--- src/rtl/dbg_trig_pkg.sv ---
package dbg_trig_pkg;

    typedef enum logic [1:0] {
        SEL_TSEL  = 2'd0,
        SEL_CTRL  = 2'd1,
        SEL_CMP   = 2'd2,
        SEL_THIRD = 2'd3
    } csr_sel_e;

    localparam logic [3:0] KIND_ADDR_MATCH = 4'd2;

    localparam int unsigned EN_LOAD  = 0;
    localparam int unsigned EN_STORE = 1;
    localparam int unsigned EN_EXEC  = 2;
    localparam int unsigned EN_USER  = 3;
    localparam int unsigned EN_SUPV  = 4;
    localparam int unsigned EN_MACH  = 6;
    localparam int unsigned SZ_LO    = 16;
    localparam int unsigned SZ_HI    = 21;

    // Supported size codes: any, 1, 2, 4 and 8 bytes
    function automatic logic size_code_ok(input logic [3:0] code);
        return (code <= 4'd3) || (code == 4'd5);
    endfunction

endpackage

--- src/rtl/dbg_trig_legalize.sv ---
module dbg_trig_legalize
    import dbg_trig_pkg::*;
#(
    parameter int unsigned XLEN = 64
) (
    input  logic [XLEN-1:0] raw_i,
    output logic [XLEN-1:0] legal_o
);

    localparam bit WIDE = (XLEN == 64);

    logic [1:0] sz_lo;
    logic [1:0] sz_hi;
    logic [3:0] sz_code;

    always_comb begin
        sz_lo   = raw_i[SZ_LO +: 2];
        sz_hi   = WIDE ? raw_i[SZ_HI +: 2] : 2'b00;
        sz_code = {sz_hi, sz_lo};

        legal_o = '0;
        legal_o[XLEN-1 -: 4] = KIND_ADDR_MATCH;
        legal_o[EN_LOAD]     = raw_i[EN_LOAD];
        legal_o[EN_STORE]    = raw_i[EN_STORE];
        legal_o[EN_EXEC]     = raw_i[EN_EXEC];
        legal_o[EN_USER]     = raw_i[EN_USER];
        legal_o[EN_SUPV]     = raw_i[EN_SUPV];
        legal_o[EN_MACH]     = raw_i[EN_MACH];
        if (size_code_ok(sz_code)) begin
            legal_o[SZ_LO +: 2] = sz_lo;
            if (WIDE) begin
                legal_o[SZ_HI +: 2] = sz_hi;
            end
        end
    end

endmodule

--- src/rtl/dbg_trig_slot.sv ---
module dbg_trig_slot
    import dbg_trig_pkg::*;
#(
    parameter int unsigned XLEN = 64
) (
    input  logic            clk_i,
    input  logic            rst_ni,
    input  logic            ctrl_we_i,
    input  logic            cmp_we_i,
    input  logic [XLEN-1:0] wdata_i,
    output logic [XLEN-1:0] ctrl_o,
    output logic [XLEN-1:0] cmp_o
);

    localparam bit WIDE = (XLEN == 64);
    localparam logic [XLEN-1:0] RST_CTRL = {KIND_ADDR_MATCH, {(XLEN-4){1'b0}}};
    localparam logic [XLEN-1:0] ENABLES  = XLEN'(7'b1011111);
    localparam logic [XLEN-1:0] SZ_MASK  = (XLEN'(2'b11) << SZ_LO)
                                         | (WIDE ? (XLEN'(2'b11) << SZ_HI) : '0);
    localparam logic [XLEN-1:0] KEEP     = ENABLES | SZ_MASK | (XLEN'(4'hF) << (XLEN-4));

    typedef struct packed {
        logic [XLEN-1:0] ctrl;
        logic [XLEN-1:0] cmp;
    } slot_t;

    slot_t slot_d, slot_q;
    logic [XLEN-1:0] legal_w;

    dbg_trig_legalize #(.XLEN(XLEN)) u_legal (
        .raw_i   (wdata_i),
        .legal_o (legal_w)
    );

    always_comb begin
        slot_d = slot_q;
        if (ctrl_we_i) slot_d.ctrl = legal_w;
        if (cmp_we_i)  slot_d.cmp  = wdata_i;
    end

    always_ff @(posedge clk_i or negedge rst_ni) begin
        if (!rst_ni) begin
            slot_q.ctrl <= RST_CTRL;
            slot_q.cmp  <= '0;
        end else begin
            slot_q <= slot_d;
        end
    end

    assign ctrl_o = slot_q.ctrl;
    assign cmp_o  = slot_q.cmp;


    kind_pinned_chk: assert property (@(posedge clk_i) disable iff (!rst_ni)
        ctrl_o[XLEN-1 -: 5] == {KIND_ADDR_MATCH, 1'b0});


    reserved_zero_chk: assert property (@(posedge clk_i) disable iff (!rst_ni)
        (ctrl_o & ~KEEP) == '0);


    size_legal_chk: assert property (@(posedge clk_i) disable iff (!rst_ni)
        size_code_ok({WIDE ? ctrl_o[SZ_HI +: 2] : 2'b00, ctrl_o[SZ_LO +: 2]}));


    enables_kept_chk: assert property (@(posedge clk_i) disable iff (!rst_ni)
        ctrl_we_i |=> ((ctrl_o & ENABLES) == ($past(wdata_i) & ENABLES)));


    cmp_kept_chk: assert property (@(posedge clk_i) disable iff (!rst_ni)
        cmp_we_i |=> (cmp_o == $past(wdata_i)));

endmodule

--- src/rtl/dbg_trig_bank.sv ---
module dbg_trig_bank
    import dbg_trig_pkg::*;
#(
    parameter int unsigned XLEN     = 64,
    parameter int unsigned NUM_TRIG = 2
) (
    input  logic                     clk_i,
    input  logic                     rst_ni,
    input  logic [1:0]               csr_sel_i,
    input  logic                     csr_we_i,
    input  logic [XLEN-1:0]          csr_wdata_i,
    output logic [XLEN-1:0]          csr_rdata_o,
    input  logic [1:0]               avail_idx_i,
    output logic                     avail_o,
    output logic [NUM_TRIG*XLEN-1:0] trig_ctrl_o,
    output logic [NUM_TRIG*XLEN-1:0] trig_addr_o
);

    localparam logic [XLEN-1:0] TRIG_CNT = XLEN'(NUM_TRIG);

    typedef struct packed {
        logic [XLEN-1:0] tsel;
    } bank_t;

    bank_t bank_d, bank_q;
    csr_sel_e sel;
    logic     in_range;

    logic [XLEN-1:0] ctrl_arr [NUM_TRIG];
    logic [XLEN-1:0] cmp_arr  [NUM_TRIG];

    assign sel      = csr_sel_e'(csr_sel_i);
    assign in_range = (bank_q.tsel < TRIG_CNT);

    always_comb begin
        bank_d = bank_q;
        if (csr_we_i && sel == SEL_TSEL) bank_d.tsel = csr_wdata_i;
    end

    always_ff @(posedge clk_i or negedge rst_ni) begin
        if (!rst_ni) bank_q <= '0;
        else         bank_q <= bank_d;
    end

    for (genvar i = 0; i < NUM_TRIG; i++) begin : g_slot
        logic hit;
        assign hit = in_range && (bank_q.tsel == XLEN'(i));

        dbg_trig_slot #(.XLEN(XLEN)) u_slot (
            .clk_i     (clk_i),
            .rst_ni    (rst_ni),
            .ctrl_we_i (csr_we_i && hit && sel == SEL_CTRL),
            .cmp_we_i  (csr_we_i && hit && sel == SEL_CMP),
            .wdata_i   (csr_wdata_i),
            .ctrl_o    (ctrl_arr[i]),
            .cmp_o     (cmp_arr[i])
        );

        assign trig_ctrl_o[i*XLEN +: XLEN] = ctrl_arr[i];
        assign trig_addr_o[i*XLEN +: XLEN] = cmp_arr[i];
    end

    always_comb begin
        csr_rdata_o = '0;
        case (sel)
            SEL_TSEL: csr_rdata_o = bank_q.tsel;
            SEL_CTRL, SEL_CMP: begin
                for (int k = 0; k < NUM_TRIG; k++) begin
                    if (bank_q.tsel == XLEN'(k)) begin
                        csr_rdata_o = (sel == SEL_CTRL) ? ctrl_arr[k] : cmp_arr[k];
                    end
                end
            end
            default: csr_rdata_o = '0;
        endcase
    end

    assign avail_o = in_range && (avail_idx_i == 2'd0 || avail_idx_i == 2'd1);


    tsel_readback_chk: assert property (@(posedge clk_i) disable iff (!rst_ni)
        (csr_we_i && csr_sel_i == 2'd0) |=> (bank_q.tsel == $past(csr_wdata_i)));


    oor_write_chk: assert property (@(posedge clk_i) disable iff (!rst_ni)
        (csr_we_i && !in_range && csr_sel_i != 2'd0)
        |=> ($stable(trig_ctrl_o) && $stable(trig_addr_o)));


    third_write_chk: assert property (@(posedge clk_i) disable iff (!rst_ni)
        (csr_we_i && csr_sel_i == 2'd3)
        |=> ($stable(trig_ctrl_o) && $stable(trig_addr_o)));


    avail_range_chk: assert property (@(posedge clk_i) disable iff (!rst_ni)
        avail_o |-> (bank_q.tsel < TRIG_CNT && avail_idx_i[1] == 1'b0));

endmodule

--- config.mk ---
export PLATFORM = sky130hd
export DESIGN_NAME = dbg_trig_bank
export DESIGN_NICKNAME = d
export VERILOG_FILES = /design/src/rtl/dbg_trig_pkg.sv /design/src/rtl/dbg_trig_legalize.sv /design/src/rtl/dbg_trig_slot.sv /design/src/rtl/dbg_trig_bank.sv
export SDC_FILE = /design/constraint.sdc
export NUM_CORES = 1
export LEC_CHECK = 0
export ABC_AREA = 1
export BUFFER_PORTS_ARGS = -buffer_cell sky130_fd_sc_hd__buf_4
export CORE_MARGIN = 4
export CORE_UTILIZATION = 52
export DETAILED_ROUTE_END_ITERATION = 8
export PLACE_DENSITY = 0.91
export REMOVE_ABC_BUFFERS = 1
export SLEW_MARGIN = 20
export SYNTH_ARGS = -nofsm -noshare
export SYNTH_HDL_FRONTEND = slang
export SYNTH_SLANG_ARGS = --single-unit
export TNS_END_PERCENT = 1
--- constraint.sdc ---
create_clock -name clk_i -period 2.65 [get_ports clk_i]
set_clock_uncertainty 0.2 [all_clocks]
set_input_delay 0.3975 -clock clk_i [delete_from_list [all_inputs] [get_ports clk_i]]
set_output_delay 0.3975 -clock clk_i [all_outputs]
set_load 0.02 [all_outputs]
== Word-level counts from Yosys, hierarchy flattened ==
Index checks and enable logic that the tools add are counted.

* Register bits after elaboration: 212
* Output and inout bits: 321

* Order comparisons: 2
* Equality and inequality tests: 5
* Mux-type cells: 7
* Reduce and logical (&&, ||, !) cells: 16

{| class="wikitable"
|+ Operators with widths
! cell !! count
|-
| 64-bit two-way mux || 4
|-
| 64-bit case mux with 2 select lines || 1
|-
| 64-bit by 1-bit == test with 1-bit output (second input constant) || 1
|-
| 64-bit logical NOT || 1
|-
| 64-bit by 2-bit less-than comparator with 1-bit output (second input constant) || 1
|-
| 1-bit logical AND || 10
|-
| 2-bit by 1-bit == test with 1-bit output (second input constant) || 2
|-
| 4-bit by 3-bit == test with 1-bit output (second input constant) || 1
|-
| 4-bit by 2-bit less-or-equal comparator with 1-bit output (second input constant) || 1
|-
| 2-bit logical NOT || 2
|-
| 2-bit two-way mux || 2
|-
| 2-bit == test (second input constant) || 1
|-
| 1-bit logical OR || 2
|-
| 2-bit OR reduction || 1
|}

== Logic depth before layout (Yosys ltp) ==
Gate-level depths: netlist of run 1.

* Depth after elaboration: 5
* Depth in mapped cells: 12
* Depth with buffers taken out: 10

== By module ==
From an unflattened synthesis of run 1, not the netlist that was laid out.

* Cells, all modules: 2293
* Area total of the unflattened synthesis: 17035.1 um^2

{| class="wikitable"
|+ By module, submodules not included
! module !! instances !! cells an instance !! area each (um^2) !! seq. area each (um^2)
|-
| dbg_trig_slot || 2 || 540 || 4893.4 || 3204.3
|-
| dbg_trig_bank || 1 || 1067 || 6237.2 || 1601.5
|-
| dbg_trig_legalize || 2 || 73 || 505.5 || 0.0
|}

== Worst setup path before layout of run 1 ==
Ideal clock, no wire load.

* Path type: input -> output
* Start: input port csr_sel_i[1]
* End: output port csr_rdata_o[35]
* Arrival: 1.888 ns
* Slack: 0.165 ns
* Cell stages on the path: 11
* Path buffers: 3
* Cells stage by stage: inv_1 ha_1 buf_2 inv_1 buf_2 buf_1 nand2_1 nand3b_1 nand2_1 nand2_1 a21oi_1

* Cells in the longest elaborated chain, start to end: 5
* Elaborated cells between the ends (all ways): 9

{| class="wikitable"
|+ RTL lines
! element !! RTL line !! source
|-
| start: declaration || dbg_trig_bank.sv:9 || <nowiki>input logic [1:0] csr_sel_i,</nowiki>
|-
| 2-bit by 1-bit == test with 1-bit output || dbg_trig_bank.sv:65, dbg_trig_bank.sv:70 ||
|-
| 64-bit two-way mux || dbg_trig_bank.sv:70 || <nowiki>csr_rdata_o = (sel == SEL_CTRL) ? ctrl_arr[k] : cmp_arr[k];</nowiki>
|-
| 64-bit two-way mux (2 in series) || dbg_trig_bank.sv:69 || <nowiki>if (bank_q.tsel == XLEN'(k)) begin</nowiki>
|-
| 64-bit case mux with 2 select lines * || dbg_trig_bank.sv:65 || <nowiki>case (sel)</nowiki>
|-
| end: declaration || dbg_trig_bank.sv:12 || <nowiki>output logic [XLEN-1:0] csr_rdata_o,</nowiki>
|}

Mark *: on every way between the ends. The rest lies on a longest branch, timed or not.

== Worst setup path in the final report of run 1 ==
* Start: register bank_q[40] (netlist name)
* End: output port csr_rdata_o[39]

* Cells in the longest elaborated chain, start to end: 4
* Elaborated cells between the ends (all ways): 5

{| class="wikitable"
|+ RTL lines
! element !! RTL line !! source
|-
| start: declaration || dbg_trig_bank.sv:25 || <nowiki>bank_t bank_d, bank_q;</nowiki>
|-
| start signal: assignment || dbg_trig_bank.sv:42 || <nowiki>else bank_q <= bank_d;</nowiki>
|-
| 64-bit logical NOT || dbg_trig_bank.sv:69 ||
|-
| 64-bit two-way mux || dbg_trig_bank.sv:69 ||
|-
| 64-bit two-way mux * || dbg_trig_bank.sv:69 ||
|-
| 64-bit case mux with 2 select lines * || dbg_trig_bank.sv:65 ||
|}

Marks and branches as above.

==> run_results.csv, run 1 <==
group,metric,value,unit
pwr,p_leak,8.290,nW
critical_path,startpoint_type,"flip-flop",
floorplan,die_h,160.6,um
route,via_per_inst,5.640,
floorplan,start_util,53.19,%
critical_path,rr_worst_depth,12,
logic_synthesis,syn_area_per_cell,7.493,um^2
global_route,gr-total-overflow,0,
sta,hold_slack,0.01275,ns
sta,finalSetupViolCount,65,
pwr,clkPwrFrac,41.7,%
pwr,pwr-share-comb,15.1,%
clock_tree,clk_pin_slew,0.06,ns
cells_and_area,multiInputGateArea,5654,um^2
clock_tree,cts_num_sinks,212,
placed_design,dpl-instance-area,14420,um^2
global_route,grt_antenna_before_repair,1,
global_route,grt_max_degree,83,
global_route,grt_pass1_wl,67.23,mm
route,vias,12890,
floorplan,fp-row-count,55,
logic_synthesis,synth_cell_types,25,
pwr,powerDensity,492.8,nW/um^2
critical_path,arrival,2.61,ns
critical_path,crit_end,"csr_rdata_o[39]",
floorplan,io_pins,392,
pwr,p_total,0.008188,W
critical_path,worstPathRequired,2.05,ns
cells_and_area,area_growth_syn_to_layout,37.13,%
clock_tree,cts_made_buffers,24,
critical_path,r2r_slack,0.01,ns
critical_path,crit_type,"flip-flop to primary output",
cells_and_area,drive_above_1_share,28.94,%
logic_synthesis,seq_area_frac_synth,43.78,%
critical_path,cp_max_fo,8,
sta,final_hold_viol_count,0,
pwr,ir_worst_vdd,0.4133,mV
placed_design,globalplace.congestion,0.8338,
worst_hold_path,hold_class,"primary input to flip-flop",
sta,max_freq,311.4,MHz
logic_synthesis,synth_compound_area_share,13.47,%
logic_synthesis,ys_ff_latch,212,
critical_path,rr_startpoint,"bank_q[12]",
clock_tree,cts_root_buf,"clkbuf_16",
clock_tree,htreeDepth,1,
status,violations,"negative setup slack",
logic_synthesis,synth_top_family_by_area,"simple AND/OR/NAND/NOR gates",
critical_path,crit_path_end_kind,"primary output",
placed_design,hpwl,25.72,mm
logic_synthesis,yosysTopAreaCell,"dfrtp_1",
floorplan,fp.coreArea,22780,um^2
pwr,power_switching_share,27.89,%
clock_tree,clk_latency,0.51,ns
global_route,grt_use_total,31.86,%
cells_and_area,nets,2032,
route,wirelength,44.11,mm
critical_path,critPathLaunch,"bank_q[40]",
logic_synthesis,synth_flop_cell,"dfrtp_1",
route,first_pass_iters,7,
sta,final-max-slew-violation-count,0,
clock_tree,clock_path_buffers,3,
logic_synthesis,syn_inst,1617,
logic_synthesis,synthTopCellsByArea,"dfrtp_1 44%, nand2_1 15%, nand3_1 7.4%, buf_4 6.8%, o21ai_2 4.6%",
route,drc,0,
logic_synthesis,synth_edf_count,0,
logic_synthesis,synthMuxAreaShare,0.08261,%
placed_design,dpl_worst_slack,-0.08757,ns
sta,rsz0062_at_grt,"yes",
critical_path,r2r-end,"g_slot[0].u_slot.cmp_o[39]",
route,drt-initial-drc-count,1632,
floorplan,die_w,160.6,um
logic_synthesis,synth-simple-area-share,26.33,%
sta,period_share,121.2,%
logic_synthesis,synth_adder_area_share,0.4131,%
pwr,power_switching,0.002283,W
sta,fin_ws,-0.5614,ns
logic_synthesis,netlist.area_leader.share,43.78,%
clock_tree,cts_tree,"built",
status,status,"complete, but fails checks",
cells_and_area,fillers,1447,
pwr,power.internal,0.005905,W
logic_synthesis,synth_xor_area_share,0,%
logic_synthesis,ys_warn_count,0,
cells_and_area,antenna_cells,0,
flow_run,cap_viol_max_count,0,
route,wire_per_inst,19.29,um
cells_and_area,design_area,16620,um^2
placed_design,io_buffer_count,282,
global_route,grt_pass1_vias,12930,
logic_synthesis,synthArstFlopShare,100.0,%
logic_synthesis,netlist_area,12120,um^2
route,ant_nets,0,
floorplan,die_area,25810,um^2
sta,min_period,3.211,ns
pwr,seqPwrFrac,43.2,%
cells_and_area,seq_area,5305,um^2
synth_stat cells, drive strengths merged, types with 2 or more instances:
library cell  instances
nand3               181
nand2               489
o21ai               212
nand3b                2
ha                    4
nor2                101
conb                  2
clkbuf               40
inv                 122
buf                 182
a21oi                66
dfrtp               212
state kept, by name, summed over array words and instances (netlist names):
| register | flops |
|---|---|
| g_slot.u_slot.ctrl_o | 20 |
| bank_q | 64 |
| g_slot.u_slot.cmp_o | 128 |
through the flow:
| step | utilization [%] | setup TNS (ns) | cells |
|---|---|---|---|
| floorplan | - | -768.01 | 1501 |
| global placement | 63.31 | -0.1274 | 2160 |
| detailed placement | 63.31 | -0.9578 | 2160 |
| CTS | 71.76 | -24.83 | 2277 |
| global route | 72.95 | -41.39 | 2286 |
| finish | 72.95 | -29.80 | 2286 |
worst min path at each step:
stage / startpoint / depth (start not counted) / slack, ns / end
2_1_floorplan: rst_ni / 0 / -0.1 / bank_q[0]
3_3_place_gp: rst_ni / 1 / 0.20 / g_slot[1].u_slot.cmp_o[46]
3_5_place_dp: rst_ni / 1 / 0.21 / bank_q[41]
4_1_cts: csr_wdata_i[1] / 3 / 0.001 / g_slot[0].u_slot.cmp_o[1]
5_1_grt: csr_wdata_i[2] / 3 / 0.02 / g_slot[0].u_slot.cmp_o[2]
6_report: csr_wdata_i[1] / 3 / 0.01 / g_slot[0].u_slot.cmp_o[1]
repair_timing:
item,4_1_cts,5_1_grt
gates resized for setup,75,44
hold buffers,59,0
setup endpoints to repair,65,110
pin swaps,13,20
setup buffers,10,7
gates cloned,6,2
hold endpoints to repair,163,0
final cells by class:
class	instances	share of cell area (%)
inverters	122	2.756
flip-flops and latches	212	31.93
clock buffers	33	4.066
well taps	313	2.357
repair buffers	430	24.14
clock inverters	9	0.7229
multi-input cells	1167	34.03
cells by family (layout without fill, tap and decap cells):
| group | Yosys count | in the layout |
|---|---|---|
| AO/OA/AOI/OAI | 278 | 278 |
| adder cells (fa/ha/maj) | 4 | 4 |
| buffers and inverters | 344 | 594 |
| flip-flops | 212 | 212 |
| multiplexers | 1 | 1 |
| other | 2 | 108 |
| AND/OR/NAND/NOR | 776 | 776 |
power by group through the flow:
stage | sequential (W) | clock [W] | combinational [W]
5_1_grt | 0.00355 | 0.00356 | 0.00133
4_1_cts | 0.00352 | 0.00343 | 0.00116
3_3_place_gp | 0.00357 | 0 | 0.000996
2_1_floorplan | 0.00355 | 0 | 0.000560
6_report | 0.00354 | 0.00342 | 0.00123
3_5_place_dp | 0.00358 | 0 | 0.00102
layout by cell type, fill, tap and decap left out, types with 17 or more instances in the layout:
master	n
nand3_1	164
buf_4	308
nand2_1	473
a21oi_2	48
a21oi_1	17
buf_6	23
o21ai_0	74
o21ai_1	74
buf_12	29
o21ai_2	64
dfrtp_1	212
dlygate4sd3_1	59
conb_1	108
inv_1	121
nor2_1	89
clkbuf_16	27
routing by layer:
metal / vias to the layer above / track usage [%] / share of wire, %
met5: - / 0 / 0
met4: 0 / 20.06 / 6.9
met3: 278 / 5.594 / 10
met2: 1018 / 54.85 / 49
met1: 5983 / 36.81 / 34
li1: 5614 / - / -
critical path, stage by stage, from the launching register on:
cell,delay [ns]
dfrtp_1,0.41
nor2_1,0.12
nand2_1,0.08
nor2_2,0.19
nand2_2,0.09
nor2_4,0.10
buf_12,0.15
buf_12,0.16
buf_12,0.14
nand3_1,0.08
nand2_1,0.09
nand3_1,0.09
a21oi_2,0.20
buf_4,0.17
No activity file was read; power rests on OpenSTA's default activity.
==> run 2, diff against run 1 <==
--- a/config.mk
+++ b/config.mk
@@ -9,6 +9,7 @@
 export BUFFER_PORTS_ARGS = -buffer_cell sky130_fd_sc_hd__buf_4
 export CORE_MARGIN = 4
 export CORE_UTILIZATION = 52
+export CTS_BUF_LIST = sky130_fd_sc_hd__clkbuf_4 sky130_fd_sc_hd__clkbuf_8 sky130_fd_sc_hd__clkbuf_16
 export DETAILED_ROUTE_END_ITERATION = 8
 export PLACE_DENSITY = 0.91
 export REMOVE_ABC_BUFFERS = 1
==> run 2 against run 1 <==
  * The flow still finishes with violations (negative setup slack)
  * Clock power is 2% higher
  * Non-clock buffer count is 18 higher
  * Sequential share of layout area is 0.96 points lower
  * Routed wire length is 6.0% higher
  * Sequential power hardly changed
  * Critical path type unchanged
==> run_results.csv, run 2 (same netlist as run 1, synthesis figures left out) <==
group,metric,value,unit
critical_path,startpoint_type,"flip-flop",
critical_path,worstPathRequired,2.05,ns
floorplan,die_w,160.6,um
critical_path,critical_path.max_stage_delay,0.40,ns
floorplan,die_area,25810,um^2
global_route,grt_antenna_before_repair,0,
cells_and_area,layout_commonest_cell,"nand2_1",
clock_tree,cts_made_buffers,24,
worst_hold_path,hold_class,"primary input to flip-flop",
pwr,power_switching,0.002323,W
pwr,seqPwrFrac,42.6,%
sta,final_hold_viol_count,0,
worst_hold_path,worst_hold_startpoint,"csr_wdata_i[2]",
global_route,grt_pass1_wl,68.58,mm
pwr,p_leak,8.436,nW
cells_and_area,antenna_cells,0,
placed_design,placed_cells,2160,
clock_tree,cts_root_buf,"clkbuf_16",
cells_and_area,area_growth_syn_to_layout,41.40,%
cells_and_area,nets,2050,
sta,fin_ws,-0.6074,ns
global_route,gr-total-overflow,0,
pwr,powerDensity,484.6,nW/um^2
floorplan,fp-row-count,55,
critical_path,crit_path_top_delay_cell,"dfrtp_1",
critical_path,cp_cell_sequence,"nor2_2 > nand2_2 > nor2_4 > nand2_2 > nor2_4 > buf_6 > buf_4 > nand3_1 > nand2_1 > nand3_1 > a21oi_2 > buf_6",
pwr,clkPwrFrac,42.2,%
critical_path,arrival,2.66,ns
global_route,grt_max_degree,83,
critical_path,cp_max_fo,8,
sta,finalSetupViolCount,66,
sta,max_freq,307.0,MHz
clock_tree,cts_tree,"built",
floorplan,start_util,53.19,%
global_route,grt_use_total,32.46,%
sta,rsz0062_at_grt,"yes",
critical_path,crit_type,"flip-flop to primary output",
floorplan,die_h,160.6,um
pwr,ir_worst_vdd,0.4108,mV
clock_tree,clock_path_buffers,3,
sta,final-max-slew-violation-count,0,
route,via_per_inst,5.764,
pwr,power.internal,0.005979,W
placed_design,globalplace.congestion,0.8338,
clock_tree,clk_pin_slew,0.06,ns
cells_and_area,largest_reg_flops,128,
global_route,grt_use_met2,55.08,%
pwr,power_switching_share,27.98,%
placed_design,dpl_worst_slack,-0.08757,ns
pwr,pwr-share-comb,15.2,%
flow_run,cap_viol_max_count,0,
route,drt-initial-drc-count,1847,
route,first_pass_iters,6,
sta,period_share,122.9,%
status,status,"complete, but fails checks",
critical_path,critPathLaunch,"bank_q[13]",
route,wirelength,46.73,mm
status,violations,"negative setup slack",
global_route,grtUsageMet3,6.441,%
route,drc,0,
clock_tree,cts_num_sinks,212,
cells_and_area,drive_above_1_share,31.94,%
global_route,top_usage_layer,"met2",
clock_tree,clk_latency,0.52,ns
route,vias,13280,
clock_tree,htreeDepth,1,
sta,min_period,3.257,ns
floorplan,fp.coreArea,22780,um^2
global_route,grt_pass1_vias,13080,
sta,fin_tns_setup,-33.34,ns
critical_path,path_buf_inv,3,
critical_path,crit_path_end_kind,"primary output",
global_route,grt.met1_usage,37.45,%
critical_path,rr_startpoint,"bank_q[13]",
route,wire_per_inst,20.28,um
floorplan,io_pins,392,
route,ant_nets,0,
critical_path,crit_family,"simple AND/OR/NAND/NOR gates",
cells_and_area,final_cells,2304,
placed_design,hpwl,25.72,mm
placed_design,io_buffer_count,282,
cells_and_area,final_cell_mix,"472 x nand2_1, 303 x buf_4, 212 x dfrtp_1",
## run 2: cell count changes in the layout (fill, tap and decap cells not counted), moves of 5 or more
| cell | delta |
|---|---|
| a21oi_1 | -6 |
| buf_4 | -5 |
| buf_6 | +15 |
| clkbuf_1 | -6 |
| clkbuf_4 | +6 |
| nand3_1 | -31 |
| nand3_2 | +29 |
## run 2: worst paths after layout
path                       slack [ns]  cells after the start                          to
min                              0.01                      3   g_slot[0].u_slot.cmp_o[2]
max reg2reg                     -0.02                     12  g_slot[0].u_slot.cmp_o[18]
max                             -0.61                     12             csr_rdata_o[20]
max in group asynchronous        1.21                      3  g_slot[1].u_slot.cmp_o[58]
min reg2reg                      0.32                      2  g_slot[1].u_slot.cmp_o[31]
min in group asynchronous        0.22                      2                  bank_q[40]
## run 2: final cells by class
class                           instances  area [um^2]
Inverter                              122        457.9
Tap cell                              313        391.6
Clock buffer                           33        698.2
Sequential cell                       212         5305
Multi-Input combinational cell       1167         5874
Clock inverter                          9        120.1
Timing Repair Buffer                  448         4285
Fill cell                            1381         5645
## run 2: worst reg2reg max path: stages (launching register included)
cell	delay (ns)
dfrtp_1	0.40
nor2_2	0.19
nand2_2	0.10
nor2_4	0.20
nand2_2	0.09
nor2_4	0.15
buf_6	0.16
buf_16	0.15
and3_2	0.24
nand2_4	0.08
buf_12	0.20
nand2_1	0.24
o21ai_1	0.12
## run 2: power by group through the flow
stage	Combinational (W)	Clock, W	Sequential, W
after floorplan	0.000560	0	0.00355
after global placement	0.000996	0	0.00357
after detailed placement	0.00102	0	0.00358
after CTS	0.00117	0.00349	0.00352
after global routing	0.00135	0.00364	0.00355
final	0.00126	0.00350	0.00354
## run 2: per-layer routing
metal	share of wire, %	vias up
li1	-	5655
met1	33	6177
met2	48	1153
met3	11	295
met4	7.4	0
met5	0	-
## run 2: stage by stage
step | instance area, um^2 | utilization (%) | hold WS (ns) | total power [W]
2_1_floorplan | 11050 | - | -0.09809 | 0.004115
4_1_cts | 16550 | 72.68 | 0.001151 | 0.008186
3_3_place_gp | 14420 | 63.31 | 0.2025 | 0.004567
5_1_grt | 17130 | 75.22 | 0.01641 | 0.008545
6_report | 17130 | 75.22 | 0.01278 | 0.008303
3_5_place_dp | 14420 | 63.31 | 0.2094 | 0.004606
## run 2: timing repair
item,CTS,global route
buffers inserted,18,17
gates cloned,6,5
pin swaps,29,42
gates resized for setup,107,87
endpoints found under the setup margin,65,117
hold buffers,60,0
endpoints found under the hold margin,162,0
==> run 3, diff against run 2 <==
--- a/config.mk
+++ b/config.mk
@@ -8,10 +8,10 @@
 export ABC_AREA = 1
 export BUFFER_PORTS_ARGS = -buffer_cell sky130_fd_sc_hd__buf_4
 export CORE_MARGIN = 4
-export CORE_UTILIZATION = 52
+export CORE_UTILIZATION = 39
 export CTS_BUF_LIST = sky130_fd_sc_hd__clkbuf_4 sky130_fd_sc_hd__clkbuf_8 sky130_fd_sc_hd__clkbuf_16
 export DETAILED_ROUTE_END_ITERATION = 8
-export PLACE_DENSITY = 0.91
+export PLACE_DENSITY = 0.73
 export REMOVE_ABC_BUFFERS = 1
 export SLEW_MARGIN = 20
 export SYNTH_ARGS = -nofsm -noshare
==> run 3 against run 2 <==
  * The flow still finishes with violations (negative setup slack)
  * Count of clock-buffer cells in the layout up 8
  * Design area is 3.4% lower
  * Via count decreased by 11%
  * Largest cell class unchanged
  * Global-route usage fell by 9.9 points
==> run_results.csv, run 3 (same netlist as run 1, synthesis figures left out) <==
group,metric,value,unit
floorplan,die_w,184.3,um
floorplan,fp.coreArea,30590,um^2
clock_tree,htreeDepth,1,
global_route,grt_antenna_before_repair,2,
status,violations,"negative setup slack",
clock_tree,cts_tree,"built",
sta,tightest_slew,1.100,ns
pwr,powerDensity,500.1,nW/um^2
global_route,grt_pass1_vias,11490,
pwr,ir_worst_vdd,0.4417,mV
cells_and_area,drive_above_1_share,26.91,%
global_route,grtUsageMet3,3.020,%
flow_run,cap_viol_max_count,0,
clock_tree,cts_root_buf,"clkbuf_16",
cells_and_area,nets,2023,
pwr,power_switching_share,27.37,%
critical_path,worstPathRequired,2.05,ns
cells_and_area,final_cells,2364,
critical_path,crit_path_end_kind,"primary output",
clock_tree,clk_pin_slew,0.06,ns
sta,period_share,120.1,%
sta,fin_ws,-0.5318,ns
critical_path,cpMostUsedCell,"buf_6",
cells_and_area,fillers,2781,
critical_path,cp_cell_sequence,"nor2_2 > nand2_1 > nor2_2 > buf_6 > nand2_2 > nor2_4 > buf_6 > nand2_4 > buf_12 > nand2_1 > nand3_1 > a21oi_2 > buf_6",
pwr,power.internal,0.006013,W
pwr,p_leak,8.272,nW
sta,max_freq,314.3,MHz
status,status,"complete, but fails checks",
global_route,grt_max_degree,91,
route,drt-initial-drc-count,831,
route,wirelength,40.45,mm
pwr,power_switching,0.002266,W
global_route,grt_use_met2,38.64,%
cells_and_area,final_cell_mix,"479 x nand2_1, 295 x buf_4, 212 x dfrtp_1",
clock_tree,cts_made_buffers,26,
placed_design,io_buffer_count,282,
route,drc,0,
route,first_pass_iters,5,
critical_path,critical_path.max_stage_delay,0.40,ns
critical_path,crit_path_top_delay_cell,"dfrtp_1",
critical_path,path_buf_inv,4,
sta,min_period,3.182,ns
route,wire_per_inst,17.11,um
worst_hold_path,hold_class,"primary input to flip-flop",
sta,rsz0062_at_grt,"yes",
clock_tree,clock_path_buffers,3,
cells_and_area,area_growth_syn_to_layout,36.63,%
floorplan,start_util,39.61,%
placed_design,hpwl,25.89,mm
pwr,clkPwrFrac,43.4,%
route,ant_nets,0,
global_route,grt_use_total,22.52,%
placed_design,globalplace.congestion,0.8491,
global_route,grt.met1_usage,28.43,%
cells_and_area,largest_reg_flops,128,
floorplan,io_pins,392,
floorplan,fp-row-count,64,
global_route,top_usage_layer,"met2",
global_route,grt_pass1_wl,61.78,mm
pwr,pwr-share-comb,14.0,%
critical_path,crit_family,"simple AND/OR/NAND/NOR gates",
cells_and_area,layout_commonest_cell,"nand2_1",
route,via_per_inst,5.025,
sta,slew_headroom,26.67,%
route,vias,11880,
critical_path,crit_type,"flip-flop to primary output",
critical_path,arrival,2.58,ns
sta,final-max-slew-violation-count,0,
clock_tree,clk_latency,0.54,ns
placed_design,dpl-instance-area,14460,um^2
sta,final_hold_viol_count,0,
global_route,gr-total-overflow,0,
placed_design,placed_cells,2231,
sta,finalSetupViolCount,65,
floorplan,die_h,184.3,um
clock_tree,cts_num_sinks,212,
critical_path,startpoint_type,"flip-flop",
cells_and_area,design_area,16550,um^2
floorplan,die_area,33950,um^2
critical_path,cp_max_fo,31,
pwr,seqPwrFrac,42.7,%
[run 3: changes by cell type in the layout (fill, tap and decap cells not counted), moves of 9 or more]
cell / delta
a21oi_1: +23
a21oi_2: -20
buf_6: -16
nand2_2: -9
nand3_1: +44
nand3_2: -42
[run 3: worst register-to-register path, delay by kind of cell, from the launching register on]
family	cells	cell delay (ns)
AOI/OAI and AO/OA	1	0.07
buffers and inverters	5	0.74
DFF	1	0.40
and+or+nand+nor	8	1.05
[run 3: path summary, 6_finish.rpt]
check,cells after the start,start,slack (ns),end
worst max register to register,14,bank_q[11],0.08,g_slot[0].u_slot.cmp_o[3]
max in group asynchronous,3,rst_ni,1.28,g_slot[1].u_slot.cmp_o[23]
worst max-delay path,13,bank_q[11],-0.53,csr_rdata_o[19]
min in group asynchronous,2,rst_ni,0.15,g_slot[0].u_slot.cmp_o[61]
worst min-delay path,3,csr_wdata_i[35],0.03,g_slot[1].u_slot.cmp_o[35]
worst min register to register,2,bank_q[54],0.31,bank_q[54]
[run 3: power groups by stage]
| stage | Clock (W) | Sequential (W) | Combinational [W] |
|---|---|---|---|
| 4_1_cts | 0.00366 | 0.00353 | 0.00112 |
| 5_1_grt | 0.00381 | 0.00355 | 0.00127 |
| 3_3_place_gp | 0 | 0.00358 | 0.00101 |
| 6_report | 0.00359 | 0.00353 | 0.00115 |
| 2_1_floorplan | 0 | 0.00355 | 0.000560 |
| 3_5_place_dp | 0 | 0.00358 | 0.00102 |
[run 3: area by class of cell]
cell class | instances | area, um^2 | share of cell area, %
multi-input combinational | 1167 | 5542 | 33.47
sequential | 212 | 5305 | 32.05
timing repair buffer | 419 | 3869 | 23.37
clock buffer | 41 | 813.3 | 4.913
tap | 396 | 495.5 | 2.993
inverter | 122 | 457.9 | 2.766
clock inverter | 5 | 67.56 | 0.4081
antenna | 2 | 5.005 | 0.03023
[run 3: per-layer routing]
layer  vias to the layer above  share of wire [%]  routed length, um
li1                       5618                  -                  -
met1                      5572                 39              15710
met2                       574                 49              19920
met3                       112                7.3               2962
met4                         2                4.5               1839
met5                         -              0.044                 18
[run 3: what timing repair did]
item,in CTS,in global routing
endpoints found under the setup margin,83,111
endpoints found under the hold margin,304,0
setup buffers,4,9
resized for setup,26,55
hold buffers,67,0
pin swaps,5,10
gates cloned,3,2
[run 3: metrics by stage]
step	power (W)	hold slack, ns	setup slack [ns]	TNS, ns	util, %
global placement	0.004585	0.1132	-0.08359	-0.7021	47.26
CTS	0.008318	0.01234	-0.5914	-35.60	53.07
floorplan	0.004115	-0.09809	-3.562	-768.01	-
detailed placement	0.004604	0.1197	-0.09056	-1.303	47.26
global route	0.008630	0.04366	-0.6574	-39.80	54.11
finish	0.008279	0.02890	-0.5318	-30.95	54.12
